===== config.mk =====
export PLATFORM = sky130hd
export DESIGN_NAME = hires_timer
export DESIGN_NICKNAME = d
export VERILOG_FILES = /design/src/rtl/hires_timer_pkg.sv /design/src/rtl/hires_timer_datapath.sv /design/src/rtl/hires_timer_ctrl.sv /design/src/rtl/hires_timer.sv
export SDC_FILE = /design/constraint.sdc
export NUM_CORES = 1
export LEC_CHECK = 0
export BUFFER_PORTS_ARGS = -buffer_cell sky130_fd_sc_hd__clkbuf_2
export CAP_MARGIN = 5
export CORE_AREA = 2 2 61 86
export DETAILED_ROUTE_END_ITERATION = 8
export DIE_AREA = 0 0 63 88
export PLACE_DENSITY = 0.8
export RECOVER_POWER = 25
export SYNTH_ARGS = -nofsm -noshare
export SYNTH_HDL_FRONTEND = slang
export SYNTH_HIERARCHICAL = 1
export SYNTH_SLANG_ARGS = --single-unit

===== constraint.sdc =====
create_clock -name clk -period 2.8 [get_ports clk]
set_clock_uncertainty 0.2 [all_clocks]
set_input_delay 0.56 -clock clk [delete_from_list [all_inputs] [get_ports clk]]
set_output_delay 0.56 -clock clk [all_outputs]
set_load 0.1 [all_outputs]

===== src/rtl/hires_timer_pkg.sv =====
package hires_timer_pkg;

  localparam int unsigned ADDR_W = 6;
  localparam int unsigned DATA_W = 32;

  localparam logic [ADDR_W-1:0] ADDR_VALUE   = 6'h08;
  localparam logic [ADDR_W-1:0] ADDR_STATCFG = 6'h0C;

  // Field positions inside the word at ADDR_STATCFG
  localparam int unsigned OVF_BIT  = 0;
  localparam int unsigned CFG_LSB  = 8;
  localparam int unsigned CFG_W    = 3;

  typedef struct packed {
    logic powerDownOnSusp;  // bit 2
    logic fastSel;          // bit 1
    logic intEn;            // bit 0
  } tmrCfg_t;

  typedef struct packed {
    logic advance;
  } tmrStrobe_t;

endpackage


===== src/rtl/hires_timer_datapath.sv =====
module hires_timer_datapath
  import hires_timer_pkg::*;
#(
  parameter int unsigned CNT_W = 32
) (
  input  logic             clk,
  input  logic             rstN,
  input  tmrStrobe_t       strobe,
  output logic [CNT_W-1:0] count,
  output logic             wrap
);

  localparam logic [CNT_W-1:0] CNT_MAX = '1;

  always_ff @(posedge clk) begin
    if (!rstN) begin
      count <= '0;
    end else if (strobe.advance) begin
      count <= count + 1'b1;
    end
  end

  assign wrap = strobe.advance && (count == CNT_MAX);

  a_r2_step: assert property (@(posedge clk) disable iff (!rstN)
    strobe.advance |=> count == CNT_W'($past(count) + 1'b1));

  a_r2_hold: assert property (@(posedge clk) disable iff (!rstN)
    !strobe.advance |=> $stable(count));

endmodule


===== src/rtl/hires_timer_ctrl.sv =====
module hires_timer_ctrl
  import hires_timer_pkg::*;
#(
  parameter int unsigned CNT_W = 32
) (
  input  logic              clk,
  input  logic              rstN,
  input  logic [ADDR_W-1:0] regAddr,
  input  logic              regWrEn,
  input  logic [3:0]        regWrBe,
  input  logic [DATA_W-1:0] regWrData,
  output logic [DATA_W-1:0] regRdData,
  input  logic              tickSlow,
  input  logic              tickFast,
  input  logic              suspend,
  input  logic              wrapIn,
  input  logic [CNT_W-1:0]  countIn,
  output tmrStrobe_t        strobe,
  output tmrCfg_t           cfg,
  output logic              irq
);

  logic ovf;
  logic clearReq;
  logic cfgWr;
  logic fastGated;
  logic unusedBits;

  assign cfgWr    = regWrEn && (regAddr == ADDR_STATCFG) && regWrBe[1];
  assign clearReq = regWrEn && (regAddr == ADDR_STATCFG) && regWrBe[0]
                    && regWrData[OVF_BIT];

  assign unusedBits = ^{regWrData[DATA_W-1:CFG_LSB+CFG_W],
                        regWrData[CFG_LSB-1:OVF_BIT+1], regWrBe[3:2]};

  // Fast tick can be powered down while suspended
  assign fastGated      = tickFast && !(cfg.powerDownOnSusp && suspend);
  assign strobe.advance = cfg.fastSel ? fastGated : tickSlow;

  always_ff @(posedge clk) begin
    if (!rstN) begin
      cfg <= '0;
    end else if (cfgWr) begin
      cfg <= tmrCfg_t'(regWrData[CFG_LSB +: CFG_W]);
    end
  end

  // Set by wrap wins over a simultaneous clear
  always_ff @(posedge clk) begin
    if (!rstN) begin
      ovf <= 1'b0;
    end else if (wrapIn) begin
      ovf <= 1'b1;
    end else if (clearReq) begin
      ovf <= 1'b0;
    end
  end

  assign irq = ovf && cfg.intEn;

  always_comb begin
    regRdData = '0;
    case (regAddr)
      ADDR_VALUE:   regRdData = DATA_W'(countIn);
      ADDR_STATCFG: begin
        regRdData[OVF_BIT] = ovf;
        regRdData[CFG_LSB +: CFG_W] = cfg;
      end
      default:      regRdData = '0;
    endcase
  end

  a_r5_wrap_sets: assert property (@(posedge clk) disable iff (!rstN)
    wrapIn |=> ovf);

  a_r6_sticky: assert property (@(posedge clk) disable iff (!rstN)
    ovf && !clearReq |=> ovf);

  a_r6_rise_cause: assert property (@(posedge clk) disable iff (!rstN)
    $rose(ovf) |-> $past(wrapIn));

endmodule


===== src/rtl/hires_timer.sv =====
module hires_timer
  import hires_timer_pkg::*;
#(
  parameter int unsigned CNT_W = 32
) (
  input  logic        clk,
  input  logic        rstN,
  input  logic [5:0]  regAddr,
  input  logic        regWrEn,
  input  logic [3:0]  regWrBe,
  input  logic [31:0] regWrData,
  output logic [31:0] regRdData,
  input  logic        tickSlow,
  input  logic        tickFast,
  input  logic        suspend,
  output logic        irq
);

  tmrStrobe_t       strobe;
  tmrCfg_t          cfg;
  logic [CNT_W-1:0] count;
  logic             wrap;

  hires_timer_ctrl #(.CNT_W(CNT_W)) uCtrl (
    .clk       (clk),
    .rstN      (rstN),
    .regAddr   (regAddr),
    .regWrEn   (regWrEn),
    .regWrBe   (regWrBe),
    .regWrData (regWrData),
    .regRdData (regRdData),
    .tickSlow  (tickSlow),
    .tickFast  (tickFast),
    .suspend   (suspend),
    .wrapIn    (wrap),
    .countIn   (count),
    .strobe    (strobe),
    .cfg       (cfg),
    .irq       (irq)
  );

  hires_timer_datapath #(.CNT_W(CNT_W)) uDp (
    .clk    (clk),
    .rstN   (rstN),
    .strobe (strobe),
    .count  (count),
    .wrap   (wrap)
  );

  a_r8_suspend_hold: assert property (@(posedge clk) disable iff (!rstN)
    cfg.fastSel && cfg.powerDownOnSusp && suspend |=> $stable(count));

endmodule


==> results.py <==
metrics = {
    "logic_synthesis": {
        "synth_most_common_cell": "dfxtp_1",
        "yosys.area.top_type": "dfxtp_1",
        "netlist_area_um2": 2070,
        "yosys-top-cells-area": "dfxtp_1 35%, and2_1 6.3%, or4_1 4.7%",
        "synth_edf_count": 0,
        "yosysWarnings": 6,
        "synth_top_area_share": 0.348,
        "async_flop_share": 0,
        "syn-num-nets": 294,
        "seq_area_frac_synth": 0.348,
        "avgSynthCellArea_um2": 8.46,
        "netlist_top_cells_count": "36 x dfxtp_1, 22 x nand2_1, 21 x and2_1",
        "ys_ff_latch": 36,
        "yosysUniqueCellTypes": 40,
        "postSynthCellCount": 245,
        "yosys_most_used_dff": "dfxtp_1",
    },
    "clocking": {
        "clock_path_buffers": 2,
        "clk_pin_slew_ns": 0.08,
        "cts_resized": 0,
        "clkLatencyLatePin_ns": 0.29,
        "cts_setup_buffers": 0,
        "cts_buffers": 5,
        "cts_tree": "built",
        "cts_num_sinks": 36,
        "ctsHoldBuffers": 0,
        "h-tree-depth": 2,
        "cts_root_buf": "clkbuf_8",
    },
    "critical_path": {
        "endpoint_kind": "register",
        "max_stage_delay_ns": 0.56,
        "cpMostUsedCell": "o21ai_0",
        "path_class": "input port to register",
        "crit_path_cell_trace": "clkbuf_2 -> inv_1 -> o21ai_0 -> and3_1 -> nand3_1 -> or4_1 -> nor3_1 -> o21ai_0 -> a21oi_1",
        "arrival_ns": 2.70,
        "critPathLaunchType": "input port",
        "critPathMaxFanout": 4,
        "worst_r2r_path_depth": 7,
        "crit_slowest_cell": "or4_1",
        "cp.required_ns": 2.81,
    },
    "power": {
        "p_comb_frac": 0.047,
        "p_clk_frac": 0.448,
        "fin_total_pwr_mw": 1.03,
        "seqPwrFrac": 0.505,
        "vdd_drop_max_uv": 258,
        "swShare": 0.223,
        "power_density_nw_per_um2": 343,
        "power.net_switching_mw": 0.229,
        "leakagePower_nw": 1.04,
        "intPower_mw": 0.799,
    },
    "floorplan": {
        "core_um2": 4770,
        "die_w_um": 63,
        "start_util": 0.435,
        "die_y_um": 88,
        "io-pin-count": 81,
        "num_rows": 30,
        "die_area_um2": 5540,
    },
    "status": {
        "outcome": "completed",
    },
    "place": {
        "placed_cell_area_um2": 2910,
        "dp_hpwl_um": 3840,
        "dp_slack_ns": 0.0135,
        "gp_congestion": 0.779,
        "portBuffers": 50,
    },
    "global_route": {
        "overflow": 0,
        "grt_max_degree": 33,
        "grt_pass1_wl_um": 9200,
        "antenna_found_initial": 0,
        "grt_use_total": 0.208,
        "grt_pass1_vias": 1940,
    },
    "hold_path": {
        "hp-class": "register to register",
        "min_delay_path_depth": 2,
    },
    "timing": {
        "fmax_ghz": 0.371,
        "finalSetupViolCount": 0,
        "tightest_slew_ns": 1.16,
        "fin_tns_setup_ns": 0,
        "min_period_ns": 2.69,
        "fin_ws_ns": 0.108,
        "rsz0062_at_grt": "no",
        "slew_headroom": 0.233,
        "min_period_over_period": 0.962,
        "hold_violations": 0,
        "drv_slew": 0,
    },
    "finish": {
        "drive_gt1_frac": 0.340,
        "antennaDiodeCount": 0,
        "nets": 345,
        "final_cell_area_um2": 2990,
        "syn2layout_area_growth_pct": 44.3,
    },
    "job": {
        "maxCapViolCount": 0,
    },
    "routing": {
        "drc": 0,
        "via_per_inst": 5.70,
        "drt-wirelength-per-cell_um": 15.4,
        "final_antenna_net_count": 0,
        "vias": 2059,
        "drtIter0Drc": 77,
        "first_pass_iters": 4,
        "wirelength_um": 5570,
    },
}
area by class of cell:
class / count / area, µm²
clock inverter: 3 / 42.5
inverter: 7 / 26.3
tap: 64 / 80.1
clock buffer: 5 / 68.8
fill: 401 / 1780
multi-input combinational: 189 / 1270
timing repair buffer: 57 / 783
sequential: 36 / 721
cells in the final DEF, fill, tap and decap left out, types with 2 or more instances in the layout:
master / Yosys / layout
dfxtp_1: 36 / 36
buf_12: 0 / 33
and2_2: 8 / 28
nand2_1: 22 / 22
clkbuf_2: 4 / 17
nor2_1: 15 / 15
a21oi_1: 14 / 14
nand3_1: 13 / 13
or4_1: 13 / 13
o31ai_1: 10 / 10
nor4_1: 8 / 9
mux2i_1: 8 / 8
xnor2_1: 8 / 8
inv_1: 6 / 6
nand4_1: 6 / 6
clkbuf_8: 0 / 5
o21ai_0: 5 / 5
or3_1: 5 / 5
xor2_1: 5 / 5
nand2b_1: 5 / 5
clkbuf_1: 5 / 4
a22o_2: 4 / 4
and4_1: 3 / 3
buf_4: 1 / 3
and3_1: 2 / 2
nor3_1: 2 / 2
per-layer routing:
layer | part of all wire | wire length [µm] | global-route usage | vias to the layer above
met5 | 0 | 0 | 0 | -
met4 | 0.025 | 141 | 0.0848 | 0
met3 | 0.048 | 266 | 0.0514 | 14
met2 | 0.56 | 3110 | 0.402 | 73
met1 | 0.37 | 2050 | 0.213 | 988
li1 | - | - | - | 984
logic make-up after synthesis:
logic type | after synthesis | share of synthesized area
mux | 8 | 0.0386
buf+inv | 20 | 0.0447
fa+ha+maj | 1 | 0.00603
compound gates | 35 | 0.110
flops | 36 | 0.348
simple gates | 132 | 0.398
xor+xnor | 13 | 0.0549
metrics by stage:
stage	instances	utilization	hold WS (ns)
after CTS	361	0.633	0.278
final	361	0.628	0.279
after global placement	353	0.610	0.253
after floorplan	245	-	0.243
after global routing	361	0.628	0.305
after detailed placement	353	0.610	0.267
state kept, by name (all words and copies together) (netlist names):
register and count:
uDp/count 32, uCtrl/cfg 3, uCtrl/ovf 1
worst max-delay path, delay by kind of cell:
family	cells	cell delay [ns]
AOI/OAI and AO/OA	3	0.72
buffers and inverters	2	0.09
and+or+nand+nor	4	1.30
path summary, 6_finish.rpt:
path,slack [ns],endpoint,startpoint
setup / recovery,0.11,uCtrl/ovf$_SDFFE_PN0P_,tickSlow
hold / removal,0.28,uCtrl/cfg[0]$_SDFFE_PN0P_,uCtrl/cfg[0]$_SDFFE_PN0P_
setup reg to reg,0.11,uCtrl/ovf$_SDFFE_PN0P_,uCtrl/cfg[1]$_SDFFE_PN0P_
hold reg to reg,0.28,uCtrl/cfg[0]$_SDFFE_PN0P_,uCtrl/cfg[0]$_SDFFE_PN0P_
power groups by stage:
stage,clock (mW),sequential [mW],combinational (mW)
global placement,0,0.531,0.0473
global route,0.488,0.520,0.0537
CTS,0.464,0.519,0.0503
finish,0.460,0.519,0.0480
floorplan,0,0.530,0.0253
detailed placement,0,0.531,0.0500
Power figures use the tool's default switching activity.
